==> src/rtl/gfw_pkg.sv <==
package gfw_pkg;

    typedef enum logic [2:0] {
        PH_IDLE,
        PH_SYNC,
        PH_PRO,
        PH_DATA,
        PH_EPI
    } phase_t;

    localparam int SH_W  = 10;
    localparam int LEN_W = 4;

    typedef struct packed {
        logic [SH_W-1:0]  word;
        logic [LEN_W-1:0] len;
    } nib_t;

    function automatic nib_t sync_nib(input logic fmt_long);
        nib_t n;
        n.word = 10'b11_1111_1100;
        n.len  = fmt_long ? 4'd10 : 4'd9;
        return n;
    endfunction

    function automatic nib_t byte_nib(input logic [7:0] b);
        nib_t n;
        n.word = {b, 2'b00};
        n.len  = 4'd8;
        return n;
    endfunction

    function automatic logic [7:0] pro_byte(input logic [1:0] i);
        case (i)
            2'd0:    return 8'hD5;
            2'd1:    return 8'hAA;
            default: return 8'hAD;
        endcase
    endfunction

    function automatic logic [7:0] epi_byte(input logic [1:0] i);
        case (i)
            2'd0:    return 8'hDE;
            2'd1:    return 8'hAA;
            default: return 8'hEB;
        endcase
    endfunction

    function automatic logic [3:0] min_gap(input logic fmt_long);
        return fmt_long ? 4'd4 : 4'd7;
    endfunction

endpackage

==> src/rtl/gfw_cell_timer.sv <==
module gfw_cell_timer #(
    parameter int CELL_CLKS = 8
) (
    input  logic clk,
    input  logic rst,
    input  logic run,
    output logic cell_end
);
    localparam int TW = (CELL_CLKS > 2) ? $clog2(CELL_CLKS) : 1;
    localparam logic [TW-1:0] LAST = TW'(CELL_CLKS - 1);

    logic [TW-1:0] cnt;

    always_ff @(posedge clk) begin
        if (rst || !run) begin
            cnt <= '0;
        end else if (cnt == LAST) begin
            cnt <= '0;
        end else begin
            cnt <= cnt + 1'b1;
        end
    end

    assign cell_end = run && (cnt == LAST);

    AST_TIMER_BOUND: assert property (@(posedge clk) disable iff (rst)
        cnt <= LAST);

endmodule

==> src/rtl/gfw_shifter.sv <==
module gfw_shifter
    import gfw_pkg::*;
(
    input  logic clk,
    input  logic rst,
    input  logic load,
    input  nib_t load_nib,
    input  logic adv,
    output logic ser_bit,
    output logic last_cell
);
    logic [SH_W-1:0]  sh;
    logic [LEN_W-1:0] left;

    always_ff @(posedge clk) begin
        if (rst) begin
            sh   <= '0;
            left <= '0;
        end else if (load) begin
            sh   <= load_nib.word;
            left <= load_nib.len;
        end else if (adv) begin
            sh   <= {sh[SH_W-2:0], 1'b0};
            left <= (left != '0) ? left - 1'b1 : '0;
        end
    end

    assign ser_bit   = sh[SH_W-1];
    assign last_cell = (left == LEN_W'(1));

    AST_HOLD_MIDCELL: assert property (@(posedge clk) disable iff (rst)
        (!load && !adv) |=> $stable(ser_bit));

    AST_LEN_LEGAL: assert property (@(posedge clk) disable iff (rst)
        load |-> (load_nib.len >= 4'd8 && load_nib.len <= 4'd10));

endmodule

==> src/rtl/gapfield_writer.sv <==
module gapfield_writer
    import gfw_pkg::*;
#(
    parameter int CELL_CLKS = 8,
    parameter int GAP_W     = 6,
    parameter int CNT_W     = 9
) (
    input  logic             clk,
    input  logic             rst,
    input  logic             start,
    input  logic             fmt_long,
    input  logic [GAP_W-1:0] gap_count,
    input  logic [CNT_W-1:0] data_count,
    input  logic [7:0]       din,
    input  logic             din_valid,
    output logic             din_ready,
    output logic             wr_bit,
    output logic             wr_en,
    output logic             done
);
    localparam int RW = (GAP_W > CNT_W) ? GAP_W : CNT_W;

    phase_t           phase, nxt_phase;
    logic [RW-1:0]    rem, nxt_rem;
    logic [1:0]       idx, nxt_idx;
    logic             fmt_q;
    logic [CNT_W-1:0] dcnt_q, fetched;
    logic [7:0]       buf_q;
    logic             buf_full;
    logic             done_q;

    logic busy, start_ok, cell_end, last_cell, ser_bit;
    logic ld, consume, finish, accept;
    nib_t ld_nib;

    assign busy     = (phase != PH_IDLE);
    assign start_ok = start && !busy && (data_count != '0)
                      && (gap_count >= GAP_W'(min_gap(fmt_long)));

    gfw_cell_timer #(.CELL_CLKS(CELL_CLKS)) u_timer (
        .clk      (clk),
        .rst      (rst),
        .run      (busy),
        .cell_end (cell_end)
    );

    gfw_shifter u_shift (
        .clk       (clk),
        .rst       (rst),
        .load      (ld),
        .load_nib  (ld_nib),
        .adv       (cell_end),
        .ser_bit   (ser_bit),
        .last_cell (last_cell)
    );

    always_comb begin
        nxt_phase = phase;
        nxt_rem   = rem;
        nxt_idx   = idx;
        ld        = 1'b0;
        ld_nib    = '0;
        consume   = 1'b0;
        finish    = 1'b0;
        if (start_ok) begin
            nxt_phase = PH_SYNC;
            nxt_rem   = RW'(gap_count);
            nxt_idx   = '0;
            ld        = 1'b1;
            ld_nib    = sync_nib(fmt_long);
        end else if (busy && cell_end && last_cell) begin
            case (phase)
                PH_SYNC: begin
                    ld = 1'b1;
                    if (rem > RW'(1)) begin
                        nxt_rem = rem - 1'b1;
                        ld_nib  = sync_nib(fmt_q);
                    end else begin
                        nxt_phase = PH_PRO;
                        nxt_idx   = '0;
                        ld_nib    = byte_nib(pro_byte(2'd0));
                    end
                end
                PH_PRO: begin
                    ld = 1'b1;
                    if (idx != 2'd2) begin
                        nxt_idx = idx + 1'b1;
                        ld_nib  = byte_nib(pro_byte(2'(idx + 1'b1)));
                    end else begin
                        nxt_phase = PH_DATA;
                        nxt_rem   = RW'(dcnt_q);
                        ld_nib    = byte_nib(buf_q);
                        consume   = 1'b1;
                    end
                end
                PH_DATA: begin
                    ld = 1'b1;
                    if (rem > RW'(1)) begin
                        nxt_rem = rem - 1'b1;
                        ld_nib  = byte_nib(buf_q);
                        consume = 1'b1;
                    end else begin
                        nxt_phase = PH_EPI;
                        nxt_idx   = '0;
                        ld_nib    = byte_nib(epi_byte(2'd0));
                    end
                end
                PH_EPI: begin
                    if (idx != 2'd2) begin
                        ld      = 1'b1;
                        nxt_idx = idx + 1'b1;
                        ld_nib  = byte_nib(epi_byte(2'(idx + 1'b1)));
                    end else begin
                        nxt_phase = PH_IDLE;
                        finish    = 1'b1;
                    end
                end
                default: nxt_phase = PH_IDLE;
            endcase
        end
    end

    assign din_ready = busy && !buf_full && (fetched != dcnt_q);
    assign accept    = din_valid && din_ready;

    always_ff @(posedge clk) begin
        if (rst) begin
            phase    <= PH_IDLE;
            rem      <= '0;
            idx      <= '0;
            fmt_q    <= 1'b0;
            dcnt_q   <= '0;
            fetched  <= '0;
            buf_q    <= '0;
            buf_full <= 1'b0;
            done_q   <= 1'b0;
        end else begin
            phase  <= nxt_phase;
            rem    <= nxt_rem;
            idx    <= nxt_idx;
            done_q <= finish;
            if (start_ok) begin
                fmt_q    <= fmt_long;
                dcnt_q   <= data_count;
                fetched  <= '0;
                buf_full <= 1'b0;
            end else if (accept) begin
                buf_q    <= din;
                buf_full <= 1'b1;
                fetched  <= fetched + 1'b1;
            end else if (consume) begin
                buf_full <= 1'b0;
            end
        end
    end

    assign wr_en  = busy;
    assign wr_bit = busy && ser_bit;
    assign done   = done_q;

    AST_DONE_AT_END: assert property (@(posedge clk) disable iff (rst)
        $fell(wr_en) |-> done);

    AST_DONE_SINGLE: assert property (@(posedge clk) disable iff (rst)
        done |=> !done);

    AST_FEED_AHEAD: assert property (@(posedge clk) disable iff (rst)
        consume |-> buf_full);

    AST_READY_IDLE: assert property (@(posedge clk) disable iff (rst)
        !wr_en |-> !din_ready);

    AST_FETCH_BOUND: assert property (@(posedge clk) disable iff (rst)
        busy |-> (fetched <= dcnt_q));

    AST_QUIET_IDLE: assert property (@(posedge clk) disable iff (rst)
        !wr_en |-> !wr_bit);

endmodule

==> config.mk <==
export PLATFORM = sky130hd
export DESIGN_NAME = gapfield_writer
export DESIGN_NICKNAME = d
export VERILOG_FILES = /design/src/rtl/gfw_pkg.sv /design/src/rtl/gfw_cell_timer.sv /design/src/rtl/gfw_shifter.sv /design/src/rtl/gapfield_writer.sv
export SDC_FILE = /design/constraint.sdc
export NUM_CORES = 1
export LEC_CHECK = 0
export BUFFER_PORTS_ARGS = -buffer_cell sky130_fd_sc_hd__clkbuf_2
export CAP_MARGIN = 20
export CORE_ASPECT_RATIO = 1.75
export CORE_MARGIN = 8
export CORE_UTILIZATION = 40
export DETAILED_ROUTE_END_ITERATION = 8
export PLACE_DENSITY = 0.65
export SYNTH_ARGS = -nofsm -noshare
export SYNTH_HDL_FRONTEND = slang
export SYNTH_SLANG_ARGS = --single-unit
==> constraint.sdc <==
create_clock -name clk -period 6.5 [get_ports clk]
set_input_delay 0.325 -clock clk [delete_from_list [all_inputs] [get_ports clk]]
set_output_delay 0.325 -clock clk [all_outputs]
set_load 0.05 [all_outputs]
==> flow_summary_export.csv, run 1 <==
group,metric,value,unit
grt,grt_max_degree,41,
synthesis,syn_nets,437,
worst_setup_path,path_delay_family,"simple AND/OR/NAND/NOR gates",
synthesis,synth_flop_cell,"dfxtp_1",
worst_setup_path,cp_data_arrival_time,2.99,ns
clocking,cts_tree,"done",
status,outcome,"finished clean",
worst_setup_path,worst_setup_path_start_kind,"flop",
clocking,path_clk_slew,0.05,ns
drt,drc_errors,0,
sta,fin_worst_skew,0.00438,ns
drt,wire_per_inst,15.8,um
floorplan,initial_core_util,0.404,
sta,hold-worst-slack,0.236,ns
synthesis,synth_async_sr_flop_share,0,
pwr,vdd_drop_max,0.000186,V
floorplan,die_w,84.6,um
placement,gp_congestion,0.871,
clocking,cts_inserted_buffers,9,
clocking,clockRootBuffer,"clkbuf_16",
layout,final_cells,514,
synthesis,synthTopCellsByCount,"dfxtp_1 (58), nand2_1 (42), nor2_1 (42)",
layout,diodes,0,
clocking,ctsHtreeMaxLevel,3,
worst_setup_path,crit_chain,"nor3_4 -> nor2b_2 -> nand3_1 -> nor3_2 -> o21ai_0 -> a32o_1",
clocking,cts_setup_buffers,0,
synthesis,yosysWarnings,0,
sta,worst_pin_slew,0.878,ns
layout,drive_above_1_share,0.145,
placement,pre_cts_slack,3.67,ns
sta,hold_viol_final,0,
worst_setup_path,slowest_delay,0.81,ns
grt,grt_usage,0.148,
clocking,cts_sinks,58,
synthesis,netlist_top_cells_area,"dfxtp_1 (35%), xor2_1 (5.1%), a21oi_1 (5.0%)",
grt,grt_pass1_vias,2856,
synthesis,synth_largest_area_cell,"dfxtp_1",
worst_setup_path,criticalPathCategory,"flop to flop",
pwr,power_density,267,mW/mm^2
drt,antenna_left,0,
floorplan,ioPinCount,32,
synthesis,synth_most_common_cell,"dfxtp_1",
worst_setup_path,worstSetupEndpointType,"flop",
worst_setup_path,slowest_stage,"dfxtp_1",
clocking,clockBufferDepth,2,
sta,fin_ws,3.73,ns
synthesis,yosysTopAreaCellShare,0.352,
clocking,ctsHoldBuffers,0,
worst_setup_path,critPathBufInv,0,
synthesis,ys_types,67,
synthesis,yosysSeqAreaShare,0.352,
drt,vias,2900,
synthesis,syn_area,0.00329,mm^2
sta,setup_viol,0,
synthesis,ys_seq_elements,58,
hold_path,hp-class,"input port to flop",
floorplan,chipHeight,136,um
floorplan,core.rowCount,44,
pwr,p_leak,1.59,nW
layout,nets,458,
layout,synthToLayoutAreaGrowth,13.9,%
floorplan,die_area,0.0115,mm^2
sta,fmax,361,MHz
synthesis,synth_edf_count,0,
sta,min_period,2.77,ns
drt,vias_per_cell,5.64,
clocking,insertion_delay,0.32,ns
placement,portBuffers,31,
sta,slew_headroom,0.415,
grt,grt.overflow.total,0,
sta,slew_violations,0,
placement,detailed_place_hpwl,6140,um
worst_setup_path,critPathMaxFanout,22,
job,max_cap_violations,0,
floorplan,core-area,0.00815,mm^2
drt,first_pass_iters,4,
grt,antenna_found_initial,0,
clocking,ctsResizeCount,0,
drt,drt_iter0_drc,186,
placement,dpl.cell_count,498,
sta,rsz0062_at_grt,"false",
sta,fin_crit_sh,0.427,
sta,tns,0,ns
grt,grt_first_pass_wirelength,13700,um
synthesis,syn_area_per_cell,8.32,um^2
synthesis,synth_cells,396,
worst_setup_path,required,6.71,ns
drt,drt-total-wl,8140,um
layout,final_util,0.460,
## state kept, by name, indices dropped and copies added, names as in the netlist
register and cells:
idx 2, done 1, u_timer.cnt 3, fetched 9
dcnt_q 9, u_shift.sh 8, rem 9, phase 3
fmt_q 1, u_shift.left 4, buf_full 1, buf_q 8
## cell type report
type	count	area (um^2)
fillers	842	4400
multi-input cells	301	1950
flip-flops and latches	58	1160
clock buffers	11	253
repair buffers	31	155
well taps	92	115
inverters	16	60.1
clock inverters	5	52.6
## cell families (layout without fill, tap and decap cells)
family / after synthesis / count (layout) / synth area share
AO/OA/AOI/OAI: 102 / 102 / 0.220
AND/OR/NAND/NOR: 153 / 153 / 0.231
XOR/XNOR: 20 / 20 / 0.0532
buffers and inverters: 37 / 63 / 0.0543
multiplexers: 12 / 12 / 0.0365
adder cells (fa/ha/maj): 14 / 14 / 0.0524
flip-flops: 58 / 58 / 0.352
## path summary, 6_finish.rpt
| kind | startpoint | to | slack, ns | cells past startpoint |
|---|---|---|---|---|
| min | din[2] | buf_q[2]$_SDFFE_PP0P_ | 0.24 | 3 |
| min reg2reg | u_timer.cnt[0]$_SDFF_PP0_ | u_timer.cnt[0]$_SDFF_PP0_ | 0.44 | 1 |
| max | phase[1]$_SDFFE_PP0P_ | rem[6]$_SDFFE_PP0P_ | 3.73 | 6 |
| max reg2reg | phase[1]$_SDFFE_PP0P_ | rem[6]$_SDFFE_PP0P_ | 3.73 | 6 |
## tightest hold or removal path: stages
cell,delay (ns)
clkbuf_2,0.07
mux2i_1,0.05
nor2_1,0.07
## cells in the final DEF (no fill, tap or decap), types with 6 or more instances in the layout
cell type,count
dfxtp_1,58
nor2_1,42
nand2_1,42
a21oi_1,33
clkbuf_2,31
xor2_1,19
inv_1,16
nor3_1,16
o21ai_0,14
ha_1,13
mux2i_1,12
nand3_1,10
clkbuf_16,9
a31oi_1,8
a211oi_1,8
nor4_1,6
nand2b_1,6
## metal layers
layer  global-route usage  wire length, um  up-vias
met5                    0                0        -
met1                0.151             3280     1374
met4               0.0847              248        0
met3               0.0285              235       13
li1                     -                -     1458
met2                0.272             4380       55
## where the power goes
part | internal (W) | total, W | leakage, nW | switching, W
sequential | 0.000375 | 0.000395 | 0.474 | 0.0000201
clock | 0.000315 | 0.000472 | 0.151 | 0.000157
combinational | 0.0000492 | 0.000133 | 0.969 | 0.0000839
total | 0.000739 | 0.00100 | 1.59 | 0.000261
## metrics by stage
stage	cell area (um^2)	total power (W)
global placement	3450	0.000531
floorplan	3290	0.000500
CTS	3750	0.00101
finish	3750	0.00100
global route	3750	0.00104
detailed placement	3450	0.000534
Power figures use the tool's default switching activity.
==> run 2, diff against run 1 <==
==> constraint.sdc (replaced) <==
create_clock -name clk -period 2.6 [get_ports clk]
set_input_delay 0.13 -clock clk [delete_from_list [all_inputs] [get_ports clk]]
set_output_delay 0.13 -clock clk [all_outputs]
set_load 0.05 [all_outputs]
==> flow_summary_export.csv, run 2 (synthesis results as in run 1) <==
group,metric,value,unit
status,outcome,"finished clean",
layout,synthToLayoutAreaGrowth,16.6,%
layout,reg.largest.list,"dcnt_q (9), fetched (9), rem (9)",
sta,tns,0,ns
clocking,cts_sinks,58,
grt,grt_usage,0.154,
worst_setup_path,r2r-start,"u_timer.cnt[0]$_SDFF_PP0_",
drt,vias_per_cell,5.67,
drt,vias,2986,
worst_setup_path,ff2ff_path_depth,8,
sta,slew_headroom,0.514,
drt,antenna_left,0,
pwr,power_density,654,mW/mm^2
drt,drt_iter0_drc,183,
sta,rsz0062_at_grt,"false",
pwr,p_leak,1.66,nW
layout,diodes,0,
layout,final_cells,527,
layout,final_common_cell,"dfxtp_1",
drt,first_pass_iters,4,
drt,drc_errors,0,
sta,fin_crit_sh,0.900,
sta,fin_worst_skew,0.00449,ns
worst_setup_path,worstSetupEndpointType,"flop",
grt,antenna_found_initial,0,
worst_setup_path,cp_common_cell,"ha_1",
sta,fin_ws,0.259,ns
layout,fin_area,0.00384,mm^2
worst_setup_path,slowest_stage,"nor3_2",
worst_setup_path,slowest_delay,0.46,ns
clocking,ctsResizeCount,0,
clocking,ctsHoldBuffers,0,
pwr,vdd_drop_max,0.000363,V
floorplan,die_area,0.0115,mm^2
clocking,cts_setup_buffers,0,
placement,detailed_place_hpwl,6340,um
worst_setup_path,critPathBufInv,1,
worst_setup_path,required,2.83,ns
hold_path,hp-class,"input port to flop",
sta,min_period,2.34,ns
grt,grt_max_degree,40,
floorplan,ioPinCount,32,
worst_setup_path,critPathMaxFanout,9,
clocking,insertion_delay,0.33,ns
layout,final_cell_mix,"dfxtp_1 (58), nor2_1 (42), nand2_1 (42)",
floorplan,initial_core_util,0.404,
sta,slew_violations,0,
job,max_cap_violations,0,
layout,nets,471,
floorplan,chipHeight,136,um
sta,setup_viol,0,
placement,gp_congestion,0.823,
clocking,path_clk_slew,0.05,ns
placement,pre_cts_slack,0.266,ns
worst_setup_path,worst_setup_path_start_kind,"flop",
clocking,clockBufferDepth,2,
floorplan,core-area,0.00815,mm^2
worst_setup_path,criticalPathCategory,"flop to flop",
floorplan,core.rowCount,44,
worst_setup_path,startpoint,"u_timer.cnt[0]$_SDFF_PP0_",
worst_setup_path,path_delay_family,"simple AND/OR/NAND/NOR gates",
worst_setup_path,crit_chain,"ha_1 -> ha_1 -> nor2b_2 -> nand3_1 -> nor3_2 -> buf_4 -> nor3_1 -> nor4_1",
grt,grt.overflow.total,0,
clocking,ctsHtreeMaxLevel,3,
worst_setup_path,regToRegEndpoint,"rem[5]$_SDFFE_PP0P_",
sta,worst_pin_slew,0.728,ns
clocking,cts_tree,"done",
drt,wire_per_inst,16.2,um
sta,fmax,427,MHz
worst_setup_path,reg2reg_slack,0.26,ns
clocking,cts_inserted_buffers,9,
placement,placed_area,0.00354,mm^2
grt,grt_pass1_vias,2954,
clocking,clockRootBuffer,"clkbuf_16",
worst_setup_path,cp_data_arrival_time,2.57,ns
placement,dpl.cell_count,511,
worst_setup_path,crit_cells,8,
drt,drt-total-wl,8550,um
worst_setup_path,cp-endpoint,"rem[5]$_SDFFE_PP0P_",
layout,final_util,0.472,
sta,hold_viol_final,0,
grt,grt_first_pass_wirelength,14000,um
floorplan,die_w,84.6,um
placement,portBuffers,31,
layout,drive_above_1_share,0.163,
## run 2: changes by cell type in the layout (fill, tap and decap cells not counted), sizes merged
cell / previous run / this run
clkinvlp: 1 / 0
clkbuf: 42 / 45
buf: 0 / 13
clkinv: 3 / 1
## run 2: worst min-delay path, cell delays in order
cell      delay [ns]
clkbuf_2        0.07
mux2i_1         0.05
nor2_1          0.07
## run 2: metal layers
layer  track usage  share of wire  vias to the layer above
met4         0.104          0.030                        0
met5             0              0                        -
li1              -              -                     1480
met2         0.285           0.54                       64
met3        0.0254          0.031                       17
met1         0.153           0.40                     1425
## run 2: where the power goes
group / total, W / leakage (nW) / internal (W) / switching (W)
combinational: 0.000360 / 1.04 / 0.000138 / 0.000222
clock: 0.00117 / 0.147 / 0.000791 / 0.000381
sequential: 0.000981 / 0.474 / 0.000938 / 0.0000426
## run 2: how the worst min path moves through the flow
stage | start | endpoint | slack (ns) | depth (start not counted)
6_report | din[5] | buf_q[5]$_SDFFE_PP0P_ | 0.04 | 3
5_1_grt | data_count[5] | dcnt_q[5]$_SDFFE_PP0P_ | 0.05 | 3
4_1_cts | data_count[5] | dcnt_q[5]$_SDFFE_PP0P_ | 0.03 | 3
3_5_place_dp | din[5] | buf_q[5]$_SDFFE_PP0P_ | 0.37 | 3
3_3_place_gp | din[4] | buf_q[4]$_SDFFE_PP0P_ | 0.36 | 3
2_1_floorplan | data_count[0] | dcnt_q[0]$_SDFFE_PP0P_ | 0.27 | 2
## run 2: stage by stage
| step | hold WS [ns] | power (W) |
|---|---|---|
| 6_report | 0.0367 | 0.00251 |
| 5_1_grt | 0.0451 | 0.00261 |
| 4_1_cts | 0.0283 | 0.00253 |
| 3_5_place_dp | 0.372 | 0.00135 |
| 3_3_place_gp | 0.361 | 0.00135 |
| 2_1_floorplan | 0.266 | 0.00125 |
## run 2: area by class of cell
cell class / instances / area (um^2)
clock inverters: 2 / 35.0
flip-flops and latches: 58 / 1160
multi-input cells: 301 / 1950
fillers: 815 / 4310
inverters: 16 / 60.1
clock buffers: 14 / 264
well taps: 92 / 115
repair buffers: 44 / 253
==> run 3, diff against run 2 <==
==> constraint.sdc (replaced) <==
create_clock -name clk -period 2.8 [get_ports clk]
set_input_delay 0.14 -clock clk [delete_from_list [all_inputs] [get_ports clk]]
set_output_delay 0.14 -clock clk [all_outputs]
set_load 0.05 [all_outputs]
==> flow_summary_export.csv, run 3 (synthesis results as in run 1) <==
group,metric,value,unit
sta,slew_violations,0,
clocking,path_clk_slew,0.05,ns
layout,final_cell_mix,"dfxtp_1 (58), nor2_1 (42), nand2_1 (42)",
clocking,cts_setup_buffers,0,
clocking,ctsResizeCount,0,
layout,fin_area,0.00389,mm^2
sta,fin_crit_sh,0.808,
drt,antenna_left,0,
sta,slew_headroom,0.608,
floorplan,die_area,0.0115,mm^2
floorplan,chipHeight,136,um
worst_setup_path,ff2ff_path_depth,7,
placement,portBuffers,31,
pwr,p_leak,1.68,nW
worst_setup_path,worst_setup_path_start_kind,"flop",
floorplan,initial_core_util,0.404,
clocking,ctsHoldBuffers,0,
drt,first_pass_iters,4,
layout,drive_above_1_share,0.172,
clocking,clockRootBuffer,"clkbuf_16",
sta,tns,0,ns
sta,hold_viol_final,0,
drt,drt-total-wl,8400,um
status,outcome,"finished clean",
clocking,cts_tree,"done",
grt,grt_first_pass_wirelength,13500,um
sta,hold-worst-slack,0.0422,ns
clocking,cts_sinks,58,
pwr,vdd_drop_max,0.000320,V
sta,min_period,2.26,ns
drt,wire_per_inst,15.9,um
worst_setup_path,worstSetupEndpointType,"flop",
drt,vias_per_cell,5.64,
placement,placed_area,0.00355,mm^2
hold_path,hp-class,"input port to flop",
drt,drt_iter0_drc,186,
drt,vias,2976,
layout,fillers,797,
layout,nets,472,
job,max_cap_violations,0,
sta,worst_pin_slew,0.581,ns
worst_setup_path,cp_data_arrival_time,2.48,ns
clocking,insertion_delay,0.33,ns
worst_setup_path,required,3.02,ns
floorplan,die_w,84.6,um
hold_path,min_path_cells,3,
layout,diodes,0,
clocking,clockBufferDepth,2,
grt,antenna_found_initial,0,
grt,grt_pass1_vias,2928,
sta,setup_viol,0,
sta,fmax,442,MHz
worst_setup_path,criticalPathCategory,"flop to flop",
floorplan,ioPinCount,32,
clocking,ctsHtreeMaxLevel,3,
layout,final_common_cell,"dfxtp_1",
placement,gp_congestion,0.892,
layout,final_util,0.477,
drt,drc_errors,0,
pwr,power_density,635,mW/mm^2
floorplan,core.rowCount,44,
clocking,cts_inserted_buffers,9,
layout,reg.largest.list,"dcnt_q (9), fetched (9), rem (9)",
sta,fin_worst_skew,0.00711,ns
placement,detailed_place_hpwl,6480,um
grt,grt_max_degree,22,
layout,synthToLayoutAreaGrowth,18.1,%
grt,grt.overflow.total,0,
floorplan,core-area,0.00815,mm^2
worst_setup_path,critPathMaxFanout,7,
grt,grt_usage,0.151,
sta,rsz0062_at_grt,"false",
## run 3: cell count changes in the layout (fill, tap and decap cells not counted)
cell / previous run / this run
buf_4: 13 / 14
bufinv_16: 1 / 2
clkbuf_8: 2 / 3
clkinvlp_4: 0 / 1
clkbuf_1: 3 / 0
## run 3: per-stage QoR
step / setup WS, ns / power, W / std cells
finish: 0.538 / 0.00247 / 528
global route: 0.362 / 0.00258 / 528
CTS: 0.565 / 0.00249 / 528
detailed placement: 0.582 / 0.00126 / 512
global placement: 0.613 / 0.00125 / 512
floorplan: 0.419 / 0.00116 / 396
## run 3: critical path, cell delays in order, from the launching register on
cell and delay, ns:
dfxtp_1 0.41, inv_1 0.11, ha_1 0.23, buf_4 0.17
or2_2 0.35, o311ai_0 0.53, a31oi_1 0.08, a2111oi_0 0.27
## run 3: cell type report
cell class                 count  area (um^2)  share of cell area
clock inverter                 4         72.6              0.0187
sequential                    58         1160               0.298
multi-input combinational    301         1950               0.502
clock buffer                  12          267              0.0685
timing repair buffer          45          260              0.0669
inverter                      16         60.1              0.0154
tap                           92          115              0.0296
## run 3: path summary, 6_finish.rpt
kind                                                  from                    endpoint  slack (ns)
worst max-delay path                   idx[0]$_SDFFE_PP0P_  u_shift.sh[2]$_SDFFE_PP0P_        0.54
worst min-delay path                                din[5]       buf_q[5]$_SDFFE_PP0P_        0.04
worst max register to register         idx[0]$_SDFFE_PP0P_  u_shift.sh[2]$_SDFFE_PP0P_        0.54
worst min register to register  u_shift.sh[6]$_SDFFE_PP0P_  u_shift.sh[6]$_SDFFE_PP0P_        0.45
## run 3: layer usage
layer,vias to the layer above,global-route usage,part of all wire
met2,71,0.292,0.55
met5,-,0,0
met3,24,0.0309,0.029
met1,1391,0.136,0.38
met4,0,0.110,0.042
li1,1490,-,-
## run 3: power breakdown
group / total [W] / internal, W / switching (W)
Clock: 0.00123 / 0.000848 / 0.000377
Sequential: 0.000912 / 0.000870 / 0.0000413
Combinational: 0.000333 / 0.000129 / 0.000204
